**src/rtl/spi_stat_pkg.sv**
```systemverilog
package spi_stat_pkg;

    localparam int FRAME_W = 8;

    localparam logic [7:0] CMD_WREN = 8'h06;
    localparam logic [7:0] CMD_WRDI = 8'h04;
    localparam logic [7:0] CMD_RDSR = 8'h05;
    localparam logic [7:0] CMD_WRSR = 8'h01;

    // bit positions inside the status byte, shared by read and write paths
    localparam int POS_LOCK = 7;
    localparam int POS_WDT  = 4;
    localparam int POS_BP   = 2;
    localparam int POS_WEL  = 1;

    typedef enum logic [2:0] {
        PH_IDLE,
        PH_CMD,
        PH_WDATA,
        PH_RDATA,
        PH_HOLD
    } phase_e;

    typedef struct packed {
        logic       lock;
        logic [1:0] wdt;
        logic [1:0] bp;
        logic       wel;
    } stat_t;

endpackage

```
**src/rtl/spi_stat_front.sv**
```systemverilog
module spi_stat_front
    import spi_stat_pkg::*;
#(
    parameter int BYTE_W = FRAME_W
) (
    input  logic              clk,
    input  logic              rst_n,
    input  logic              sck,
    input  logic              csn,
    input  logic              si,
    input  logic              sys_rst,
    input  logic [BYTE_W-1:0] stat_byte,
    output logic              so,
    output logic              so_oe,
    output logic              cmd_wren,
    output logic              cmd_wrdi,
    output logic              cmd_wrsr,
    output logic [BYTE_W-1:0] wr_byte
);

    localparam int              CNT_W = $clog2(BYTE_W);
    localparam logic [CNT_W-1:0] LAST = CNT_W'(BYTE_W - 1);

    typedef struct packed {
        phase_e            ph;
        logic [CNT_W-1:0]  cnt;
        logic [BYTE_W-2:0] sh;
        logic              sck;
        logic              csn;
        logic              so;
    } fe_t;

    fe_t fe_d, fe_q;
    logic rise, fall, cs_fall;

    always_comb begin
        fe_d     = fe_q;
        cmd_wren = 1'b0;
        cmd_wrdi = 1'b0;
        cmd_wrsr = 1'b0;
        wr_byte  = {fe_q.sh, si};
        rise     = sck & ~fe_q.sck;
        fall     = ~sck & fe_q.sck;
        cs_fall  = fe_q.csn & ~csn;
        fe_d.sck = sck;
        fe_d.csn = csn;

        if (sys_rst || csn) begin
            fe_d.ph  = PH_IDLE;
            fe_d.cnt = '0;
        end else if (cs_fall) begin
            fe_d.ph  = PH_CMD;
            fe_d.cnt = '0;
        end else begin
            case (fe_q.ph)
                PH_CMD, PH_WDATA: begin
                    if (rise) begin
                        fe_d.sh  = wr_byte[BYTE_W-2:0];
                        fe_d.cnt = fe_q.cnt + CNT_W'(1);
                        if (fe_q.cnt == LAST) begin
                            fe_d.cnt = '0;
                            fe_d.ph  = PH_HOLD;
                            if (fe_q.ph == PH_WDATA) begin
                                cmd_wrsr = 1'b1;
                            end else begin
                                case (wr_byte)
                                    CMD_WREN: cmd_wren = 1'b1;
                                    CMD_WRDI: cmd_wrdi = 1'b1;
                                    CMD_RDSR: fe_d.ph  = PH_RDATA;
                                    CMD_WRSR: fe_d.ph  = PH_WDATA;
                                    default:  fe_d.ph  = PH_HOLD;
                                endcase
                            end
                        end
                    end
                end
                PH_RDATA: begin
                    if (fall) begin
                        fe_d.so  = stat_byte[LAST - fe_q.cnt];
                        fe_d.cnt = (fe_q.cnt == LAST) ? '0 : fe_q.cnt + CNT_W'(1);
                    end
                end
                default: ;
            endcase
        end
    end

    always_ff @(posedge clk or negedge rst_n) begin
        if (!rst_n) begin
            fe_q.ph  <= PH_IDLE;
            fe_q.cnt <= '0;
            fe_q.sh  <= '0;
            fe_q.sck <= 1'b0;
            fe_q.csn <= 1'b0;   // low at reset: a select already low is not a fresh fall
            fe_q.so  <= 1'b0;
        end else begin
            fe_q <= fe_d;
        end
    end

    assign so    = fe_q.so;
    assign so_oe = (fe_q.ph == PH_RDATA) && !csn && !sys_rst;

endmodule

```
**src/rtl/spi_stat_regs.sv**
```systemverilog
module spi_stat_regs
    import spi_stat_pkg::*;
#(
    parameter logic [1:0] RST_WDT = 2'b11,
    parameter logic [1:0] RST_BP  = 2'b00
) (
    input  logic         clk,
    input  logic         rst_n,
    input  logic         cmd_wren,
    input  logic         cmd_wrdi,
    input  logic         cmd_wrsr,
    input  logic         new_lock,
    input  logic [1:0]   new_wdt,
    input  logic [1:0]   new_bp,
    input  logic         wp_n,
    output logic [FRAME_W-1:0] stat_byte,
    output logic         wp_en,
    output logic [1:0]   wdt_period,
    output logic [1:0]   blk_prot
);

    stat_t st_d, st_q;
    logic  frozen;

    always_comb begin
        st_d   = st_q;
        frozen = st_q.lock && !wp_n;
        if (cmd_wren) st_d.wel = 1'b1;
        if (cmd_wrdi) st_d.wel = 1'b0;
        if (cmd_wrsr) begin
            if (st_q.wel && !frozen) begin
                st_d.lock = new_lock;
                st_d.wdt  = new_wdt;
                st_d.bp   = new_bp;
            end
            st_d.wel = 1'b0;
        end

        stat_byte             = '0;
        stat_byte[POS_LOCK]   = st_q.lock;
        stat_byte[POS_WDT+:2] = st_q.wdt;
        stat_byte[POS_BP+:2]  = st_q.bp;
        stat_byte[POS_WEL]    = st_q.wel;
    end

    always_ff @(posedge clk or negedge rst_n) begin
        if (!rst_n) begin
            st_q.lock <= 1'b0;
            st_q.wdt  <= RST_WDT;
            st_q.bp   <= RST_BP;
            st_q.wel  <= 1'b0;
        end else begin
            st_q <= st_d;
        end
    end

    assign wp_en      = st_q.lock;
    assign wdt_period = st_q.wdt;
    assign blk_prot   = st_q.bp;

endmodule

```
**src/rtl/spi_status_lock.sv**
```systemverilog
module spi_status_lock
    import spi_stat_pkg::*;
#(
    parameter logic [1:0] RST_WDT = 2'b11,
    parameter logic [1:0] RST_BP  = 2'b00
) (
    input  logic       clk,
    input  logic       rst_n,
    input  logic       sck,
    input  logic       csn,
    input  logic       si,
    input  logic       wp_n,
    input  logic       sys_rst,
    output logic       so,
    output logic       so_oe,
    output logic       wp_en,
    output logic [1:0] wdt_period,
    output logic [1:0] blk_prot
);

    logic               cmd_wren, cmd_wrdi, cmd_wrsr;
    logic [FRAME_W-1:0] wr_byte, stat_byte;

    spi_stat_front #(.BYTE_W(FRAME_W)) u_front (
        .clk       (clk),
        .rst_n     (rst_n),
        .sck       (sck),
        .csn       (csn),
        .si        (si),
        .sys_rst   (sys_rst),
        .stat_byte (stat_byte),
        .so        (so),
        .so_oe     (so_oe),
        .cmd_wren  (cmd_wren),
        .cmd_wrdi  (cmd_wrdi),
        .cmd_wrsr  (cmd_wrsr),
        .wr_byte   (wr_byte)
    );

    spi_stat_regs #(.RST_WDT(RST_WDT), .RST_BP(RST_BP)) u_regs (
        .clk        (clk),
        .rst_n      (rst_n),
        .cmd_wren   (cmd_wren),
        .cmd_wrdi   (cmd_wrdi),
        .cmd_wrsr   (cmd_wrsr),
        .new_lock   (wr_byte[POS_LOCK]),
        .new_wdt    (wr_byte[POS_WDT+:2]),
        .new_bp     (wr_byte[POS_BP+:2]),
        .wp_n       (wp_n),
        .stat_byte  (stat_byte),
        .wp_en      (wp_en),
        .wdt_period (wdt_period),
        .blk_prot   (blk_prot)
    );

endmodule

```
**config.mk**
```make
export PLATFORM = sky130hd
export DESIGN_NAME = spi_status_lock
export DESIGN_NICKNAME = d
export VERILOG_FILES = /design/src/rtl/spi_stat_pkg.sv /design/src/rtl/spi_stat_front.sv /design/src/rtl/spi_stat_regs.sv /design/src/rtl/spi_status_lock.sv
export SDC_FILE = /design/constraint.sdc
export NUM_CORES = 1
export LEC_CHECK = 0
export BUFFER_PORTS_ARGS = -buffer_cell sky130_fd_sc_hd__buf_2
export CAP_MARGIN = 10
export CORE_UTILIZATION = 50
export CTS_BUF_LIST = sky130_fd_sc_hd__clkbuf_16
export DETAILED_ROUTE_END_ITERATION = 8
export HOLD_SLACK_MARGIN = 0.06
export PLACE_DENSITY_LB_ADDON = 0.1
export SLEW_MARGIN = 20
export SYNTH_ARGS = -nofsm -noshare
export SYNTH_HDL_FRONTEND = slang
export SYNTH_SLANG_ARGS = --single-unit
```
**constraint.sdc**
```tcl
create_clock -name clk -period 1.7 [get_ports clk]
set_input_delay 0 -clock clk [delete_from_list [all_inputs] [get_ports clk]]
set_output_delay 0 -clock clk [all_outputs]
set_load 0.005 [all_outputs]
```
==> results of run 1 <==
## timing repair
action	CTS	global route
hold buffers	6	0
endpoints found under the hold margin	27	0
setup endpoints to repair	2	5
pin swaps	0	3
setup buffers	0	3
gates resized for setup	1	6
## metrics by stage
step	instance area, um^2	utilization, %	worst slack (ns)
global route	1540	69.6	-0.0123
global placement	1320	59.6	0.0556
finish	1540	69.6	0.0604
CTS	1490	67.3	0.0171
detailed placement	1320	59.6	-0.00218
floorplan	1170	-	-0.00347
## logic make-up (layout without fill, tap and decap cells)
kind of cell,count (synthesis),after routing,share of synthesized area [%]
compound gates,15,15,9.20
xor+xnor,1,1,0.749
fa+ha+maj,2,2,2.14
buf+inv,13,44,5.77
flops,22,22,47.3
mux,17,17,17.0
simple gates,32,32,17.9
## report_power, final
group,switching (mW),internal (mW)
Clock,0.190,0.468
Sequential,0.00561,0.531
Combinational,0.0355,0.0343
## state kept, by name, indices dropped and copies added, names as in the netlist
signal	flops
u_regs.stat_byte	1
u_regs.wp_en	1
u_front.fe_q	8
u_front.so	1
u_regs.blk_prot	2
u_front.wr_byte	7
u_regs.wdt_period	2
## layout make-up
| cell class | count | area [um^2] | area share (%) |
|---|---|---|---|
| Multi-Input combinational cell | 67 | 582 | 37.8 |
| Sequential cell | 22 | 553 | 35.9 |
| Timing Repair Buffer | 34 | 241 | 15.7 |
| Clock buffer | 3 | 75.1 | 4.88 |
| Tap cell | 28 | 35.0 | 2.28 |
| Clock inverter | 1 | 30.0 | 1.95 |
| Inverter | 6 | 22.5 | 1.46 |
## routing by layer
layer	GRT usage (%)	up-vias
met5	0	-
met2	35.1	19
li1	-	437
met4	13.4	0
met3	4.55	5
met1	29.1	466
## final timing paths
path | from | endpoint | cells after the start | slack (ns)
max | sys_rst | u_regs.blk_prot[0]$_DFFE_PN0P_ | 6 | 0.06
min | rst_n | u_front.fe_q[2]$_DFF_PN0_ | 2 | 0.25
max reg2reg | u_front.fe_q[1]$_DFF_PN0_ | u_regs.blk_prot[0]$_DFFE_PN0P_ | 4 | 0.07
min reg2reg | u_regs.blk_prot[1]$_DFFE_PN0P_ | u_regs.blk_prot[1]$_DFFE_PN0P_ | 1 | 0.52
max in group asynchronous | rst_n | u_regs.wdt_period[1]$_DFFE_PN1P_ | 2 | 1.09
min in group clk | sck | u_front.fe_q[2]$_DFF_PN0_ | 2 | 0.44
## worst max-delay path, stage by stage
cell and delay, ns:
dlygate4sd3_1 0.53, buf_2 0.15, or3_4 0.41, nor4_4 0.29, o21ai_2 0.13, mux2_2 0.28
## placed cells by master, fill, tap and decap left out, drive strengths merged, types with 3 or more instances in the layout
master	netlist	routed
dfrtp	20	20
buf	7	28
mux2	13	13
o21ai	3	3
mux2i	3	3
nor3b	3	3
nor3	5	5
dlygate4sd3	0	6
clkbuf	0	3
inv	6	6
nand2	7	7
a21oi	3	3
==> flow_metrics.env, run 1 <==
export IMPL_leakagePower_nw=0.718
export IMPL_synth_top_area_share_pct=42.8
export IMPL_num_nets_final=143
export IMPL_gr_usage_all_layers_pct=22.6
export IMPL_syn_num_nets=111
export IMPL_synth_top_area_cell="dfrtp_1"
export IMPL_dieHeight_um=50.4
export IMPL_antenna_found_initial=0
export IMPL_place_gp_congestion=0.822
export IMPL_core_area_um2=2210
export IMPL_synth_cells=102
export IMPL_power_mw=1.26
export IMPL_vias=927
export IMPL_drt_pass1_iter_count=4
export IMPL_hp_class="in -> async"
export IMPL_met2_wirelength_um=1230
export IMPL_powerDensity_nw_per_um2=821
export IMPL_crit_required_ns=1.85
export IMPL_status="completed"
export IMPL_vias_per_cell=5.76
export IMPL_die_area_um2=2540
export IMPL_slew_headroom_pct=66.5
export IMPL_startpoint_type="primary input"
export IMPL_min_period_over_period_pct=96.4
export IMPL_met3_length_um=92
export IMPL_arrival_ns=1.78
export IMPL_grt_pass1_wl_um=4120
export IMPL_synth_cell_type_count=37
export IMPL_cts_tree="built"
export IMPL_synth_seq_area_share_pct=47.3
export IMPL_final_setup_skew_ns=0.00495
export IMPL_insertion_delay_ns=0.26
export IMPL_drtIter0Drc=18
export IMPL_root_buffer="clkbuf_16"
export IMPL_fin_hold_ws_ns=0.249
export IMPL_fmax_mhz=610
export IMPL_hold_viol_final=0
export IMPL_detail_route_antenna_nets=0
export IMPL_drt_met1_wl_um=1100
export IMPL_criticalPathCategory="in -> reg"
export IMPL_io_pins=14
export IMPL_rows=17
export IMPL_place_hpwl_um=1700
export IMPL_drive_gt1_share_pct=42.1
export IMPL_slew_viol_final=0
export IMPL_stdcell_count=161
export IMPL_syn_area_um2=1170
export IMPL_synth_main_ff_cell="dfrtp_1"
export IMPL_fillers=173
export IMPL_drv_cap=0
export IMPL_totalNegativeSetupSlack_ns=0
export IMPL_synth_commonest_cells="20 x dfrtp_1, 13 x mux2_2, 7 x nand2_1"
export IMPL_synth_area_top_cells="dfrtp_1 43%, mux2_2 13%, dfstp_2 4.5%"
export IMPL_cts_buffer_depth=2
export IMPL_initial_core_util_pct=52.9
export IMPL_path_max_fanout=4
export IMPL_antenna_cells=0
export IMPL_peakVddDrop_uv=677
export IMPL_synth_warning_count=0
export IMPL_die_x_um=50.4
export IMPL_grt_overflow_total=0
export IMPL_avgSynthCellArea_um2=11.5
export IMPL_dp_cells=148
export IMPL_finalSetupViolCount=0
export IMPL_end_kind="flip-flop"
export IMPL_areaGrowthSynthToFinish_pct=31.6
export IMPL_cts_buffers=3
export IMPL_worst_slew_pin_slew_ns=0.502
export IMPL_io_buffer_count=13
export IMPL_route_detailed_drc=0
export IMPL_grt_pass1_vias=923
export IMPL_cts_clk_slew_worst_paths_ns=0.06
export IMPL_grt_max_degree=23
export IMPL_cts_sinks=22
export IMPL_synthArstFlopShare_pct=100
export IMPL_wl_per_cell_um=15.4
export IMPL_yosysMostFrequentCell="dfrtp_1"
export IMPL_highest_layer="met4"
export IMPL_ys_ff_latch=22
export IMPL_ctsHtreeMaxLevel=1
export IMPL_fin_crit_ns=1.64
export IMPL_routed_wl_um=2470
export IMPL_synth_edf_count=0
No activity file was read; power rests on OpenSTA's default activity.
==> inputs of run 2 (changes only) <==
--- a/config.mk
+++ b/config.mk
@@ -5,6 +5,7 @@
 export SDC_FILE = /design/constraint.sdc
 export NUM_CORES = 1
 export LEC_CHECK = 0
+export ABC_AREA = 1
 export BUFFER_PORTS_ARGS = -buffer_cell sky130_fd_sc_hd__buf_2
 export CAP_MARGIN = 10
 export CORE_UTILIZATION = 50
==> flow_metrics.env, run 2 <==
export IMPL_synth_top_area_share_pct=38.5
export IMPL_path_max_fanout=10
export IMPL_largest_register="u_front.fe_q"
export IMPL_synth_main_ff_cell="dfrtp_1"
export IMPL_largest_reg_flops=8
export IMPL_place_hpwl_um=1920
export IMPL_synth_area_mux_share_pct=0
export IMPL_io_pins=14
export IMPL_crit_required_ns=1.84
export IMPL_slew_headroom_pct=67.4
export IMPL_p_comb_share_pct=6.6
export IMPL_fin_hold_ws_ns=0.0905
export IMPL_grt_pass1_wl_um=4220
export IMPL_areaGrowthSynthToFinish_pct=15.3
export IMPL_multi_input_area_um2=609
export IMPL_cts_clk_slew_worst_paths_ns=0.06
export IMPL_cts_sinks=22
export IMPL_grt_pass1_vias=984
export IMPL_seqCellArea_um2=553
export IMPL_wl_per_cell_um=11.5
export IMPL_place_gp_congestion=0.808
export IMPL_end_kind="flip-flop"
export IMPL_syn_area_um2=1300
export IMPL_grt_max_degree=23
export IMPL_finalSetupViolCount=0
export IMPL_die_area_um2=2810
export IMPL_synth_simple_area_share_pct=36.1
export IMPL_hp_class="in -> reg"
export IMPL_io_buffer_count=13
export IMPL_gr_usage_met2_pct=36.7
export IMPL_grt_setup_unrepaired="false"
export IMPL_startpoint_type="flip-flop"
export IMPL_arrival_ns=1.67
export IMPL_worst_slew_pin_slew_ns=0.489
export IMPL_gr_usage_all_layers_pct=21.1
export IMPL_dp_cells=214
export IMPL_mostFrequentLayoutCells="46 x nand2_1, 28 x inv_1, 20 x dfrtp_1"
export IMPL_synth_top_area_cell="dfrtp_1"
export IMPL_grt_overflow_total=0
export IMPL_drt_pass1_iter_count=4
export IMPL_rows=18
export IMPL_critPathSlowestCell="dfrtp_1"
export IMPL_vias_per_cell=4.98
export IMPL_vias=1105
export IMPL_min_period_over_period_pct=89.8
export IMPL_clock_power_share_pct=44.8
export IMPL_antenna_cells=0
export IMPL_drtIter0Drc=21
export IMPL_peakVddDrop_uv=556
export IMPL_synthArstFlopShare_pct=100
export IMPL_insertion_delay_ns=0.25
export IMPL_place_ws_ns=0.164
export IMPL_p_int_mw=0.870
export IMPL_cts_tree="built"
export IMPL_drv_cap=0
export IMPL_dieHeight_um=53.0
export IMPL_fmax_mhz=655
export IMPL_syn_num_nets=183
export IMPL_status="completed"
export IMPL_grt_util_met3_pct=2.59
export IMPL_initial_core_util_pct=52.5
export IMPL_synth_area_top_cells="dfrtp_1 38%, nand2_1 13%, inv_1 7.8%"
export IMPL_ctsHtreeMaxLevel=1
export IMPL_yosysMostFrequentCell="nand2_1"
export IMPL_placed_area_um2=1380
export IMPL_cpPeakStageDelay_ns=0.38
export IMPL_synth_top_family_by_area="simple AND/OR/NAND/NOR gates"
export IMPL_route_detailed_drc=0
export IMPL_cp_cell_sequence="ha_1 -> ha_1 -> nand3_1 -> nor2_4 -> nand3_4 -> o21ai_1 -> inv_1"
export IMPL_synth_commonest_cells="46 x nand2_1, 27 x inv_1, 20 x dfrtp_1"
export IMPL_totalNegativeSetupSlack_ns=0
export IMPL_slew_viol_final=0
export IMPL_synth_compound_area_share_pct=8.85
export IMPL_leakagePower_nw=0.804
export IMPL_die_x_um=53.0
export IMPL_hold_viol_final=0
export IMPL_root_buffer="clkbuf_16"
export IMPL_fin_crit_ns=1.53
export IMPL_worst_slack_ns=0.173
export IMPL_num_nets_final=202
export IMPL_stdcell_count=222
export IMPL_criticalPathCategory="reg -> reg"
export IMPL_synth_seq_area_share_pct=42.5
export IMPL_ys_ff_latch=22
export IMPL_yosys_area_share_adder_pct=1.92
export IMPL_routed_wl_um=2560
export IMPL_final_setup_skew_ns=0.00289
export IMPL_power_mw=1.11
export IMPL_fillers=241
export IMPL_path_delay_family="simple AND/OR/NAND/NOR gates"
export IMPL_final_common_cell="nand2_1"
export IMPL_seq_power_share_pct=48.7
export IMPL_fin_area_um2=1500
export IMPL_powerDensity_nw_per_um2=738
export IMPL_top_usage_layer="met2"
export IMPL_cts_resized=0
export IMPL_synth_cells=174
export IMPL_netSwitchingFraction_pct=21.4
export IMPL_cts_buffers=3
export IMPL_synth_xor_area_share_pct=0
export IMPL_cts_buffer_depth=2
export IMPL_synth_edf_count=0
export IMPL_detail_route_antenna_nets=0
export IMPL_crit_top_cell="ha_1"
export IMPL_fin_util_pct=60.5
export IMPL_drive_gt1_share_pct=18.2
export IMPL_p_switching_mw=0.236
export IMPL_synth_warning_count=0
export IMPL_use_met1_pct=26.4
export IMPL_avgSynthCellArea_um2=7.47
export IMPL_synth_cell_type_count=23
export IMPL_antenna_found_initial=0
export IMPL_core_area_um2=2480
export IMPL_cp_buffers_inverters=1
-- run 2: changes by cell type after synthesis, moves of 4 or more --
cell	change
nand3_1	+16
o21ai_0	+7
o21ai_1	+8
nor3_1	-4
mux2_2	-13
inv_1	+21
nor2_1	+15
nor2_2	+5
nand2_1	+39
-- run 2: repair_timing --
action                                  4_1_cts  5_1_grt
hold buffers                                  4        0
hold endpoints to repair                     23        0
endpoints found under the setup margin        0        0
setup buffers                                 0        0
-- run 2: worst reg2reg max path: cells and delay by family (launching register included) --
family / cells / cell delay [ns]
AOI/OAI and AO/OA: 1 / 0.15
DFF: 1 / 0.38
buffers and inverters: 1 / 0.05
adders and majority gates: 2 / 0.33
and+or+nand+nor: 3 / 0.51
-- run 2: cell families after synthesis --
family	Yosys count
AND/OR/NAND/NOR	96
buffers and inverters	32
AO/OA/AOI/OAI	22
flip-flops	22
adder cells (fa/ha/maj)	2
-- run 2: layout make-up --
class,count,area share [%]
flip-flops and latches,22,36.9
multi-input cells,120,40.7
well taps,30,2.50
clock inverters,1,0.250
repair buffers,18,7.51
inverters,28,7.18
clock buffers,3,5.01
-- run 2: metal layers --
metal,wire length (um),up-vias
met3,46,4
li1,-,583
met1,1280,507
met2,1200,11
met5,0,-
met4,40,0
-- run 2: power groups by stage --
stage	Sequential (mW)	Clock [mW]	Combinational (mW)
floorplan	0.546	0	0.0383
global placement	0.547	0	0.0650
detailed placement	0.547	0	0.0657
CTS	0.538	0.503	0.0730
global route	0.539	0.527	0.0835
finish	0.538	0.495	0.0727
-- run 2: final timing paths --
check | depth (start not counted) | startpoint | to | slack [ns]
hold reg to reg | 2 | u_front.so$_DFFE_PN0P_ | u_front.so$_DFFE_PN0P_ | 0.49
min in group asynchronous | 2 | rst_n | u_regs.wp_en$_DFFE_PN0P_ | 0.24
hold / removal | 6 | sys_rst | u_front.fe_q[13]$_DFFE_PN0P_ | 0.09
setup reg to reg | 7 | u_front.fe_q[11]$_DFFE_PN0P_ | u_regs.blk_prot[0]$_DFFE_PN0P_ | 0.17
max in group asynchronous | 2 | rst_n | u_regs.wdt_period[1]$_DFFE_PN1P_ | 1.11
setup / recovery | 7 | u_front.fe_q[11]$_DFFE_PN0P_ | u_regs.blk_prot[0]$_DFFE_PN0P_ | 0.17
==> inputs of run 3 (changes only) <==
--- a/config.mk
+++ b/config.mk
@@ -5,14 +5,15 @@
 export SDC_FILE = /design/constraint.sdc
 export NUM_CORES = 1
 export LEC_CHECK = 0
-export ABC_AREA = 1
 export BUFFER_PORTS_ARGS = -buffer_cell sky130_fd_sc_hd__buf_2
 export CAP_MARGIN = 10
 export CORE_UTILIZATION = 50
 export CTS_BUF_LIST = sky130_fd_sc_hd__clkbuf_16
+export CTS_CLUSTER_DIAMETER = 100
 export DETAILED_ROUTE_END_ITERATION = 8
 export HOLD_SLACK_MARGIN = 0.06
 export PLACE_DENSITY_LB_ADDON = 0.1
+export RECOVER_POWER = 100
 export SLEW_MARGIN = 20
 export SYNTH_ARGS = -nofsm -noshare
 export SYNTH_HDL_FRONTEND = slang
==> flow_metrics.env, run 3 (synthesized netlist as in run 1, its figures left out) <==
export IMPL_grt_max_degree=23
export IMPL_antenna_cells=0
export IMPL_cts_tree="built"
export IMPL_final_common_cell="dfrtp_1"
export IMPL_hold_path_startpoint="sck"
export IMPL_fin_hold_ws_ns=0.439
export IMPL_root_buffer="clkbuf_16"
export IMPL_slew_viol_final=0
export IMPL_reg2reg_to="u_regs.stat_byte[1]$_DFFE_PN0P_"
export IMPL_place_gp_congestion=0.822
export IMPL_ff2ff_setup_slack_ns=0.06
export IMPL_crit_required_ns=1.85
export IMPL_arrival_ns=1.78
export IMPL_rows=17
export IMPL_grt_overflow_total=0
export IMPL_p_comb_share_pct=5.4
export IMPL_path_delay_family="simple AND/OR/NAND/NOR gates"
export IMPL_worst_slack_ns=0.0613
export IMPL_cts_buffer_depth=2
export IMPL_drtIter0Drc=18
export IMPL_hold_viol_final=0
export IMPL_areaGrowthSynthToFinish_pct=30.2
export IMPL_reg2reg_depth=7
export IMPL_drt_pass1_iter_count=4
export IMPL_min_period_over_period_pct=96.4
export IMPL_io_pins=14
export IMPL_hold_depth=2
export IMPL_peakVddDrop_uv=677
export IMPL_drv_cap=0
export IMPL_dieHeight_um=50.4
export IMPL_cpPeakStageDelay_ns=0.53
export IMPL_holdPathEnd="u_front.fe_q[2]$_DFF_PN0_"
export IMPL_largest_register="u_front.fe_q"
export IMPL_die_area_um2=2540
export IMPL_powerDensity_nw_per_um2=829
export IMPL_status="completed"
export IMPL_multi_input_area_um2=582
export IMPL_insertion_delay_ns=0.26
export IMPL_ctsHtreeMaxLevel=1
export IMPL_r2r_start="u_front.fe_q[10]$_DFFE_PN0P_"
export IMPL_cp_cell_sequence="dlygate4sd3_1 -> clkbuf_2 -> or3_4 -> nor4_4 -> o21ai_2 -> mux2_2"
export IMPL_grt_pass1_wl_um=4120
export IMPL_p_int_mw=1.03
export IMPL_critPathSlowestCell="dlygate4sd3_1"
export IMPL_fmax_mhz=610
export IMPL_detail_route_antenna_nets=0
export IMPL_hp_class="in -> reg"
export IMPL_num_nets_final=143
export IMPL_leakagePower_nw=0.708
export IMPL_core_area_um2=2210
export IMPL_gr_usage_all_layers_pct=22.6
export IMPL_worst_slew_pin_slew_ns=1.23
export IMPL_routed_wl_um=2490
export IMPL_io_buffer_count=13
export IMPL_end_kind="flip-flop"
export IMPL_largest_reg_flops=8
export IMPL_mostFrequentLayoutCells="20 x dfrtp_1, 12 x mux2_2, 11 x buf_4"
export IMPL_clock_power_share_pct=52.1
export IMPL_die_x_um=50.4
export IMPL_criticalPathCategory="in -> reg"
export IMPL_route_detailed_drc=0
export IMPL_place_hpwl_um=1700
export IMPL_place_ws_ns=-0.00218
export IMPL_slew_headroom_pct=18.3
export IMPL_cts_buffers=3
export IMPL_vias_per_cell=5.75
export IMPL_antenna_found_initial=0
export IMPL_cts_clk_slew_worst_paths_ns=0.06
export IMPL_fin_crit_ns=1.64
export IMPL_cts_sinks=22
export IMPL_crit_start="sys_rst"
export IMPL_path_max_fanout=4
export IMPL_seqCellArea_um2=553
export IMPL_initial_core_util_pct=52.9
export IMPL_wl_per_cell_um=15.5
export IMPL_vias=926
export IMPL_seq_power_share_pct=42.5
export IMPL_startpoint_type="primary input"
export IMPL_cp_buffers_inverters=2
export IMPL_netSwitchingFraction_pct=18.3
export IMPL_p_switching_mw=0.231
export IMPL_finalSetupViolCount=0
export IMPL_totalNegativeSetupSlack_ns=0
export IMPL_fillers=176
export IMPL_grt_pass1_vias=923
export IMPL_final_setup_skew_ns=0.00535
export IMPL_drive_gt1_share_pct=39.1
export IMPL_fin_util_pct=68.8
[run 3: cell types whose count changed in the layout (fill, tap and decap cells not counted), moves of 4 or more]
cell,delta
nand2_1,-39
clkbuf_2,+5
nor2_2,-5
o21ai_0,-7
o21ai_1,-8
nand3_1,-16
nor2_1,-15
buf_4,+10
nor3_1,+4
mux2_2,+12
inv_1,-22
[run 3: worst max-delay path by stage]
stage	cells after the start	endpoint	slack [ns]
6_report	6	u_regs.blk_prot[0]$_DFFE_PN0P_	0.06
5_1_grt	6	u_regs.blk_prot[0]$_DFFE_PN0P_	-0.01
4_1_cts	4	u_regs.blk_prot[0]$_DFFE_PN0P_	0.02
3_5_place_dp	4	u_regs.blk_prot[0]$_DFFE_PN0P_	-0.002
3_3_place_gp	4	u_regs.blk_prot[1]$_DFFE_PN0P_	0.06
2_1_floorplan	5	u_regs.blk_prot[0]$_DFFE_PN0P_	-0.003
[run 3: layer usage]
layer  part of all wire, %  global-route usage [%]  up-vias  wire length [um]
met3                   3.7                    4.55        5                92
met5                     0                       0        -                 0
met4                   2.0                    13.4        0                51
met1                    45                    29.1      464              1130
met2                    49                    35.1       19              1220
li1                      -                       -      438                 -
[run 3: what timing repair did]
action | CTS | global route
pin swaps | 0 | 3
gates resized for setup | 1 | 6
hold buffers | 6 | 0
hold endpoints to repair | 27 | 0
cloned | 0 | 0
setup buffers | 0 | 3
setup endpoints to repair | 2 | 5
[run 3: per-stage QoR]
step | power [mW] | std cells | instance area (um^2)
after floorplan | 0.570 | 102 | 1170
after global routing | 1.30 | 161 | 1520
after detailed placement | 0.603 | 148 | 1320
after global placement | 0.601 | 148 | 1320
after CTS | 1.28 | 158 | 1490
final | 1.26 | 161 | 1520
[run 3: final cells by class]
| class | count | share of cell area (%) |
|---|---|---|
| multi-input cells | 67 | 38.2 |
| flip-flops and latches | 22 | 36.3 |
| repair buffers | 34 | 14.8 |
| clock buffers | 3 | 4.93 |
| well taps | 28 | 2.30 |
| clock inverters | 1 | 1.97 |
| inverters | 6 | 1.48 |
[run 3: power by group through the flow]
stage	logic, mW	registers [mW]	clock network (mW)
CTS	0.0696	0.536	0.671
floorplan	0.0259	0.544	0
detailed placement	0.0575	0.545	0
global placement	0.0565	0.545	0
finish	0.0683	0.536	0.657
global route	0.0755	0.536	0.686
